--- config.mk ---
export PLATFORM = sky130hd
export DESIGN_NAME = ctl_i2c_slave
export DESIGN_NICKNAME = d
export VERILOG_FILES = /design/src/rtl/ctl_i2c_pkg.sv /design/src/rtl/ctl_i2c_sync.sv /design/src/rtl/ctl_i2c_regbank.sv /design/src/rtl/ctl_i2c_fsm.sv /design/src/rtl/ctl_i2c_slave.sv
export SDC_FILE = /design/constraint.sdc
export NUM_CORES = 1
export LEC_CHECK = 0
export CORE_AREA = 2 2 83 85
export DETAILED_ROUTE_END_ITERATION = 8
export DIE_AREA = 0 0 85 87
export PLACE_DENSITY = 0.83
export SLEW_MARGIN = 20
export SYNTH_ARGS = -nofsm -noshare
export SYNTH_HDL_FRONTEND = slang
export SYNTH_SLANG_ARGS = --single-unit
--- constraint.sdc ---
create_clock -name clk -period 4 [get_ports clk]
set_input_delay 0.8 -clock clk [delete_from_list [all_inputs] [get_ports clk]]
set_output_delay 0.8 -clock clk [all_outputs]
set_load 0.02 [all_outputs]
--- src/rtl/ctl_i2c_pkg.sv ---
package ctl_i2c_pkg;
   localparam int BYTE_W = 8;

   typedef enum logic [3:0] {
      ST_IDLE,
      ST_ADDR,
      ST_ACK_ADDR,
      ST_PTR,
      ST_ACK_PTR,
      ST_DATA,
      ST_ACK_DATA,
      ST_RD,
      ST_RD_ACK,
      ST_IGNORE
   } bus_state_e;
endpackage

--- src/rtl/ctl_i2c_sync.sv ---
module ctl_i2c_sync #(
   parameter int STAGES = 2
) (
   input  logic clk,
   input  logic rst_n,
   input  logic scl_i,
   input  logic sda_i,
   output logic sda_s,
   output logic scl_rise,
   output logic scl_fall,
   output logic start_det,
   output logic stop_det
);
   initial assert (STAGES >= 1) else $error("STAGES must be at least 1");

   logic [STAGES-1:0] scl_pipe, sda_pipe;
   logic scl_d, sda_d;
   logic scl_s;

   generate
      if (STAGES == 1) begin : g_one
         always_ff @(posedge clk or negedge rst_n) begin
            if (!rst_n) begin
               scl_pipe <= '1;
               sda_pipe <= '1;
            end else begin
               scl_pipe <= scl_i;
               sda_pipe <= sda_i;
            end
         end
      end else begin : g_chain
         always_ff @(posedge clk or negedge rst_n) begin
            if (!rst_n) begin
               scl_pipe <= '1;
               sda_pipe <= '1;
            end else begin
               scl_pipe <= {scl_pipe[STAGES-2:0], scl_i};
               sda_pipe <= {sda_pipe[STAGES-2:0], sda_i};
            end
         end
      end
   endgenerate

   assign scl_s = scl_pipe[STAGES-1];
   assign sda_s = sda_pipe[STAGES-1];

   always_ff @(posedge clk or negedge rst_n) begin
      if (!rst_n) begin
         scl_d <= 1'b1;
         sda_d <= 1'b1;
      end else begin
         scl_d <= scl_s;
         sda_d <= sda_s;
      end
   end

   assign scl_rise  = scl_s & ~scl_d;
   assign scl_fall  = ~scl_s & scl_d;
   assign start_det = scl_s & scl_d & sda_d & ~sda_s;
   assign stop_det  = scl_s & scl_d & ~sda_d & sda_s;
endmodule

--- src/rtl/ctl_i2c_regbank.sv ---
module ctl_i2c_regbank #(
   parameter int NUM_REGS = 4,
   parameter int DATA_W   = 8,
   parameter logic [NUM_REGS*DATA_W-1:0] RESET_VALS = '0
) (
   input  logic                       clk,
   input  logic                       rst_n,
   input  logic                       wr_en,
   input  logic [7:0]                 wr_addr,
   input  logic [DATA_W-1:0]          wr_data,
   input  logic [7:0]                 rd_addr,
   output logic [DATA_W-1:0]          rd_data,
   output logic [NUM_REGS*DATA_W-1:0] regs_flat
);
   localparam logic [7:0] NREG_B = 8'(NUM_REGS);

   initial assert (NUM_REGS >= 1 && NUM_REGS <= 256) else $error("NUM_REGS out of range");

   logic [DATA_W-1:0] regs [NUM_REGS];

   generate
      for (genvar g = 0; g < NUM_REGS; g++) begin : g_reg
         always_ff @(posedge clk or negedge rst_n) begin
            if (!rst_n)
               regs[g] <= RESET_VALS[g*DATA_W +: DATA_W];
            else if (wr_en && wr_addr == 8'(g))
               regs[g] <= wr_data;
         end
         assign regs_flat[g*DATA_W +: DATA_W] = regs[g];
      end
   endgenerate

   always_comb begin
      rd_data = '0;
      for (int i = 0; i < NUM_REGS; i++)
         if (rd_addr == 8'(i)) rd_data = regs[i];
   end

   // the protocol engine never asks for a write outside the map
   assert_wr_in_range_R4: assert property (@(posedge clk) disable iff (!rst_n)
      wr_en |-> wr_addr < NREG_B);
endmodule

--- src/rtl/ctl_i2c_fsm.sv ---
module ctl_i2c_fsm
   import ctl_i2c_pkg::*;
#(
   parameter logic [6:0] DEV_ADDR = 7'h31,
   parameter int         NUM_REGS = 4
) (
   input  logic       clk,
   input  logic       rst_n,
   input  logic       sda_s,
   input  logic       scl_rise,
   input  logic       scl_fall,
   input  logic       start_det,
   input  logic       stop_det,
   input  logic [7:0] rd_data,
   output logic       sda_oe,
   output logic       wr_en,
   output logic [7:0] wr_data,
   output logic [7:0] ptr
);
   localparam logic [7:0] NREG_B = 8'(NUM_REGS);

   bus_state_e state;
   logic [6:0] sh;
   logic [6:0] rd_sh;
   logic [2:0] cnt;
   logic       full, ok, rw;
   logic [7:0] byte_in;
   logic       byte_ok;

   assign byte_in = {sh, sda_s};

   always_comb begin
      case (state)
         ST_ADDR: byte_ok = (byte_in[7:1] == DEV_ADDR);
         ST_PTR:  byte_ok = (byte_in < NREG_B);
         ST_DATA: byte_ok = 1'b1;
         default: byte_ok = 1'b0;
      endcase
   end

   always_ff @(posedge clk or negedge rst_n) begin
      if (!rst_n) begin
         state   <= ST_IDLE;
         sh      <= '0;
         rd_sh   <= '0;
         cnt     <= '0;
         full    <= 1'b0;
         ok      <= 1'b0;
         rw      <= 1'b0;
         sda_oe  <= 1'b0;
         wr_en   <= 1'b0;
         wr_data <= '0;
         ptr     <= '0;
      end else begin
         wr_en <= 1'b0;
         if (start_det) begin
            state  <= ST_ADDR;
            cnt    <= '0;
            full   <= 1'b0;
            sda_oe <= 1'b0;
         end else if (stop_det) begin
            state  <= ST_IDLE;
            cnt    <= '0;
            full   <= 1'b0;
            sda_oe <= 1'b0;
         end else begin
            case (state)
               ST_ADDR, ST_PTR, ST_DATA: begin
                  if (scl_rise && !full) begin
                     sh  <= byte_in[6:0];
                     cnt <= cnt + 3'd1;
                     if (cnt == 3'd7) begin
                        full <= 1'b1;
                        ok   <= byte_ok;
                        if (state == ST_ADDR) rw <= byte_in[0];
                        if (state == ST_PTR && byte_ok) ptr <= byte_in;
                        if (state == ST_DATA) begin
                           wr_en   <= 1'b1;
                           wr_data <= byte_in;
                        end
                     end
                  end else if (scl_fall && full) begin
                     full <= 1'b0;
                     if (ok) begin
                        sda_oe <= 1'b1;
                        case (state)
                           ST_ADDR: state <= ST_ACK_ADDR;
                           ST_PTR:  state <= ST_ACK_PTR;
                           default: state <= ST_ACK_DATA;
                        endcase
                     end else begin
                        state <= ST_IGNORE;
                     end
                  end
               end
               ST_ACK_ADDR: begin
                  if (scl_fall) begin
                     cnt <= '0;
                     if (rw) begin
                        state  <= ST_RD;
                        rd_sh  <= rd_data[6:0];
                        sda_oe <= ~rd_data[7];
                     end else begin
                        state  <= ST_PTR;
                        sda_oe <= 1'b0;
                     end
                  end
               end
               ST_ACK_PTR: begin
                  if (scl_fall) begin
                     sda_oe <= 1'b0;
                     state  <= ST_DATA;
                  end
               end
               ST_ACK_DATA: begin
                  if (scl_fall) begin
                     sda_oe <= 1'b0;
                     state  <= ST_IGNORE;
                  end
               end
               ST_RD: begin
                  if (scl_fall) begin
                     if (cnt == 3'd7) begin
                        sda_oe <= 1'b0;
                        state  <= ST_RD_ACK;
                        cnt    <= '0;
                     end else begin
                        sda_oe <= ~rd_sh[6];
                        rd_sh  <= {rd_sh[5:0], 1'b0};
                        cnt    <= cnt + 3'd1;
                     end
                  end
               end
               ST_RD_ACK: begin
                  if (scl_rise && sda_s) begin
                     state <= ST_IGNORE;
                  end else if (scl_fall) begin
                     state  <= ST_RD;
                     rd_sh  <= rd_data[6:0];
                     sda_oe <= ~rd_data[7];
                  end
               end
               default: ;
            endcase
         end
      end
   end

   // line released whenever the slave is idle or ignoring the bus
   assert_release_quiet_R8: assert property (@(posedge clk) disable iff (!rst_n)
      (state == ST_IDLE || state == ST_IGNORE) |-> !sda_oe);

   // the line is pulled only in acknowledge or read phases
   assert_pull_phase_R8: assert property (@(posedge clk) disable iff (!rst_n)
      sda_oe |-> (state == ST_ACK_ADDR || state == ST_ACK_PTR ||
                  state == ST_ACK_DATA || state == ST_RD));

   // a START always restarts address reception with the line released
   assert_start_restart_R6: assert property (@(posedge clk) disable iff (!rst_n)
      start_det |=> (state == ST_ADDR && !sda_oe));

   // a STOP returns the engine to idle
   assert_stop_idle_R7: assert property (@(posedge clk) disable iff (!rst_n)
      (stop_det && !start_det) |=> state == ST_IDLE);

   // register writes come only from the data byte of a write
   assert_write_source_R2: assert property (@(posedge clk) disable iff (!rst_n)
      wr_en |-> (state == ST_DATA && full));
endmodule

--- src/rtl/ctl_i2c_slave.sv ---
module ctl_i2c_slave #(
   parameter logic [6:0] DEV_ADDR    = 7'h31,
   parameter int         SYNC_STAGES = 2
) (
   input  logic       clk,
   input  logic       rst_n,
   input  logic       scl_i,
   input  logic       sda_i,
   output logic       sda_oe,
   output logic [7:0] fmt_ctl,
   output logic [7:0] pwr_ctl,
   output logic [7:0] vol_ctl,
   output logic [7:0] tst_ctl
);
   localparam int NUM_REGS = 4;
   localparam int DATA_W   = ctl_i2c_pkg::BYTE_W;
   localparam logic [NUM_REGS*DATA_W-1:0] RESET_VALS = {8'h00, 8'h80, 8'h00, 8'h00};

   logic sda_s, scl_rise, scl_fall, start_det, stop_det;
   logic wr_en;
   logic [7:0] wr_data, ptr, rd_data;
   logic [NUM_REGS*DATA_W-1:0] regs_flat;

   ctl_i2c_sync #(.STAGES(SYNC_STAGES)) u_sync (
      .clk(clk), .rst_n(rst_n), .scl_i(scl_i), .sda_i(sda_i),
      .sda_s(sda_s), .scl_rise(scl_rise), .scl_fall(scl_fall),
      .start_det(start_det), .stop_det(stop_det)
   );

   ctl_i2c_fsm #(.DEV_ADDR(DEV_ADDR), .NUM_REGS(NUM_REGS)) u_fsm (
      .clk(clk), .rst_n(rst_n), .sda_s(sda_s), .scl_rise(scl_rise),
      .scl_fall(scl_fall), .start_det(start_det), .stop_det(stop_det),
      .rd_data(rd_data), .sda_oe(sda_oe), .wr_en(wr_en),
      .wr_data(wr_data), .ptr(ptr)
   );

   ctl_i2c_regbank #(.NUM_REGS(NUM_REGS), .DATA_W(DATA_W), .RESET_VALS(RESET_VALS)) u_regs (
      .clk(clk), .rst_n(rst_n), .wr_en(wr_en), .wr_addr(ptr),
      .wr_data(wr_data), .rd_addr(ptr), .rd_data(rd_data),
      .regs_flat(regs_flat)
   );

   assign fmt_ctl = regs_flat[7:0];
   assign pwr_ctl = regs_flat[15:8];
   assign vol_ctl = regs_flat[23:16];
   assign tst_ctl = regs_flat[31:24];
endmodule

==> run metrics <==
status finished clean; R2R Setup Slk 1490 ps; CP max FO 24; CTS Buf Count 9; DR iter-0 viols 287; Post-Route WL 8240 um; fin crit share 0.628; GRT Total Usage 0.239; Overflow after GRT 0; Mapped Cells 331; slew margin rel. 0.352; Post-synth top flop dfrtp_1; Initial Util 0.589; die area 0.00740 mm^2; Final Hold Vio Count 0; hold path endpoint u_sync.scl_pipe[1]; hold_buf cts 0; Std-Cell Rows 30; Die W 85 um; Peak Freq 0.398 GHz; top-area cell type share of the netlist area 0.472; count of cell types in the netlist 52; DR vias 2668; setup slack after layout 1490 ps; Yosys warnings 0; Data arrival, critical path 2750 ps; setup TNS 0 ps; PortBufs 36; syn avg cell area 11.7 um^2; Sink Count 80; Data required, critical path 4240 ps; global routing usage on met1 0.339; gpl congestion 0.908; Leak 2.04 nW; final number of setup-violating endpoints 0; max cap viols 0; Yosys top cell by area dfrtp_1; CTS tree built; clk_lat worst skew 360 ps; ANT cells 0; minimum clock period 2510 ps; first-pass GRT wire length 13600 um; top-count cell post-synth dfrtp_1; met2 Resource Use GR 0.366; clock root cell clkbuf_8; Hold WS 358 ps; WHS Path Cells 0; drt first pass iters 6; Power per Cell Area 483 mW/mm^2; Clock Tree Buf Depth 2; r2r startpoint u_fsm.state[3]; Final Util 0.678; pin count of the biggest net entering global routing 81; most used routing layer in global routing met2; Hold Startpoint u_sync.scl_pipe[0]; syn_nets 337; num ports 37; max-slew violation count 0; pre-CTS setup slack 1540 ps; main area contributors after synthesis dfrtp_1 (47%), mux2_2 (15%), dfstp_2 (4.8%), mux4_2 (4.7%), nand2_1 (4.0%); Least-Margin Pin Slew 972 ps; DP HPWL 5460 um; Core ar. 0.00657 mm^2; drt wl/cell 18.6 um; vias in the first global route 2615; Yosys reg bits 80; Async SR Flop Fraction 1.00; antenna violations before repair 0; Routed Antenna Nets 0; synthesis-to-layout area growth 15.1%; worst hold path class flop to flop; clk_skew 13.6 ps; multi-input logic area 0.00173 mm^2; CTS resizes 0; design area 0.00446 mm^2; proportion of layout cells with a drive suffix above 1 0.253; RSZ-0062 raised after global routing false; sequential area share after synthesis 0.519; Fill cells 473; top cells by count, synth dfrtp_1 (73), mux2_2 (50), nand2_1 (41), o21ai_0 (13); # DRC 0; peak supply drop 0.000385 V; synthesized cell area 0.00387 mm^2; Worst setup SP type flop; CP Class flop to flop; CTS clk-pin slew, worst paths 90 ps; H-tree depth 3; placed cell area 0.00424 mm^2; worst reg2reg endpoint u_fsm.cnt[0]; FF-to-FF path depth 5; Nets 365; EDFF count, synth 0; Global Route met3 Usage 0.0626; die height 87 um; Storage cell area 0.00201 mm^2; Worst setup EP type flop; Post CTS Setup Buffer Count 0; Via-to-Cell Ratio 6.01
## cell type report
| type | instances | area share |
|---|---|---|
| Multi-Input combinational cell | 221 | 0.389 |
| Clock buffer | 10 | 0.0309 |
| Clock inverter | 6 | 0.0168 |
| Timing Repair Buffer | 36 | 0.0803 |
| Inverter | 11 | 0.00927 |
| Sequential cell | 80 | 0.451 |
| Tap cell | 80 | 0.0225 |
## layer usage
layer	share of wire	up-vias
met5	0	-
met4	0.011	0
met3	0.047	9
met2	0.49	68
met1	0.46	1348
li1	-	1243
## cells in the final DEF, fill, tap and decap left out, types with 2 or more instances in the layout
master	n
mux2_2	50
and4b_1	2
nor3_1	5
o22ai_1	3
nor2b_1	12
inv_1	10
xor2_1	2
a221oi_1	2
nor2_1	12
a21oi_1	12
clkbuf_8	10
a211oi_1	5
and3_1	3
nor3_4	2
clkdlybuf4s50_1	35
or4b_1	2
dfstp_2	7
ha_1	2
and2_1	2
clkinv_4	2
o21bai_1	2
o211ai_1	2
mux2i_1	3
a21o_1	3
mux4_2	8
nand2b_1	6
o21ai_0	13
nand3b_1	2
dfrtp_1	73
nand2_1	41
nand4b_2	2
nand3_1	5
## cell families after synthesis
family | count (synthesis) | synth area share
flops | 80 | 0.519
simple gates | 104 | 0.149
xor+xnor | 3 | 0.00679
buf+inv | 30 | 0.0330
mux | 61 | 0.200
compound gates | 51 | 0.0853
fa+ha+maj | 2 | 0.00646
## worst max-delay path: stages, from the launching register on
cell	delay [ps]
dfrtp_1	650
nand2b_1	300
nand2b_1	200
or4b_1	660
o211ai_2	200
mux2_2	370
## worst max-delay path by stage
stage,start,to,slack (ps),cells after the start
2_1_floorplan,u_fsm.ptr[7],u_regs.regs_flat[0],2020,5
3_3_place_gp,u_fsm.state[3],u_fsm.cnt[0],1610,5
3_5_place_dp,u_fsm.state[3],u_fsm.cnt[0],1540,5
4_1_cts,u_fsm.state[3],u_fsm.cnt[0],1510,5
5_1_grt,u_fsm.state[3],u_fsm.cnt[0],1370,5
6_report,u_fsm.state[3],u_fsm.cnt[0],1490,5
## power by group
part | leakage [nW] | total (W) | internal, W | switching (W)
clock | 0.105 | 0.000634 | 0.000314 | 0.000320
sequential | 1.08 | 0.00103 | 0.000878 | 0.000156
combinational | 0.862 | 0.000486 | 0.000231 | 0.000255
## registers in the layout, summed over array words and instances, names as in the netlist
register,count
u_fsm.cnt,3
u_fsm.state,4
u_fsm.wr_data,8
u_regs.regs_flat,32
u_sync.sda_pipe,2
u_fsm.sda_oe,1
u_fsm.ok,1
u_sync.sda_d,1
u_fsm.full,1
u_sync.scl_d,1
u_fsm.sh,7
u_fsm.ptr,8
u_sync.scl_pipe,2
u_fsm.rw,1
u_fsm.wr_en,1
u_fsm.rd_sh,7
## through the flow
| stage | total power [W] | std cells |
|---|---|---|
| 2_1_floorplan | 0.00141 | 331 |
| 3_3_place_gp | 0.00150 | 428 |
| 3_5_place_dp | 0.00151 | 428 |
| 4_1_cts | 0.00215 | 444 |
| 5_1_grt | 0.00226 | 444 |
| 6_report | 0.00215 | 444 |
Power figures use the tool's default switching activity.
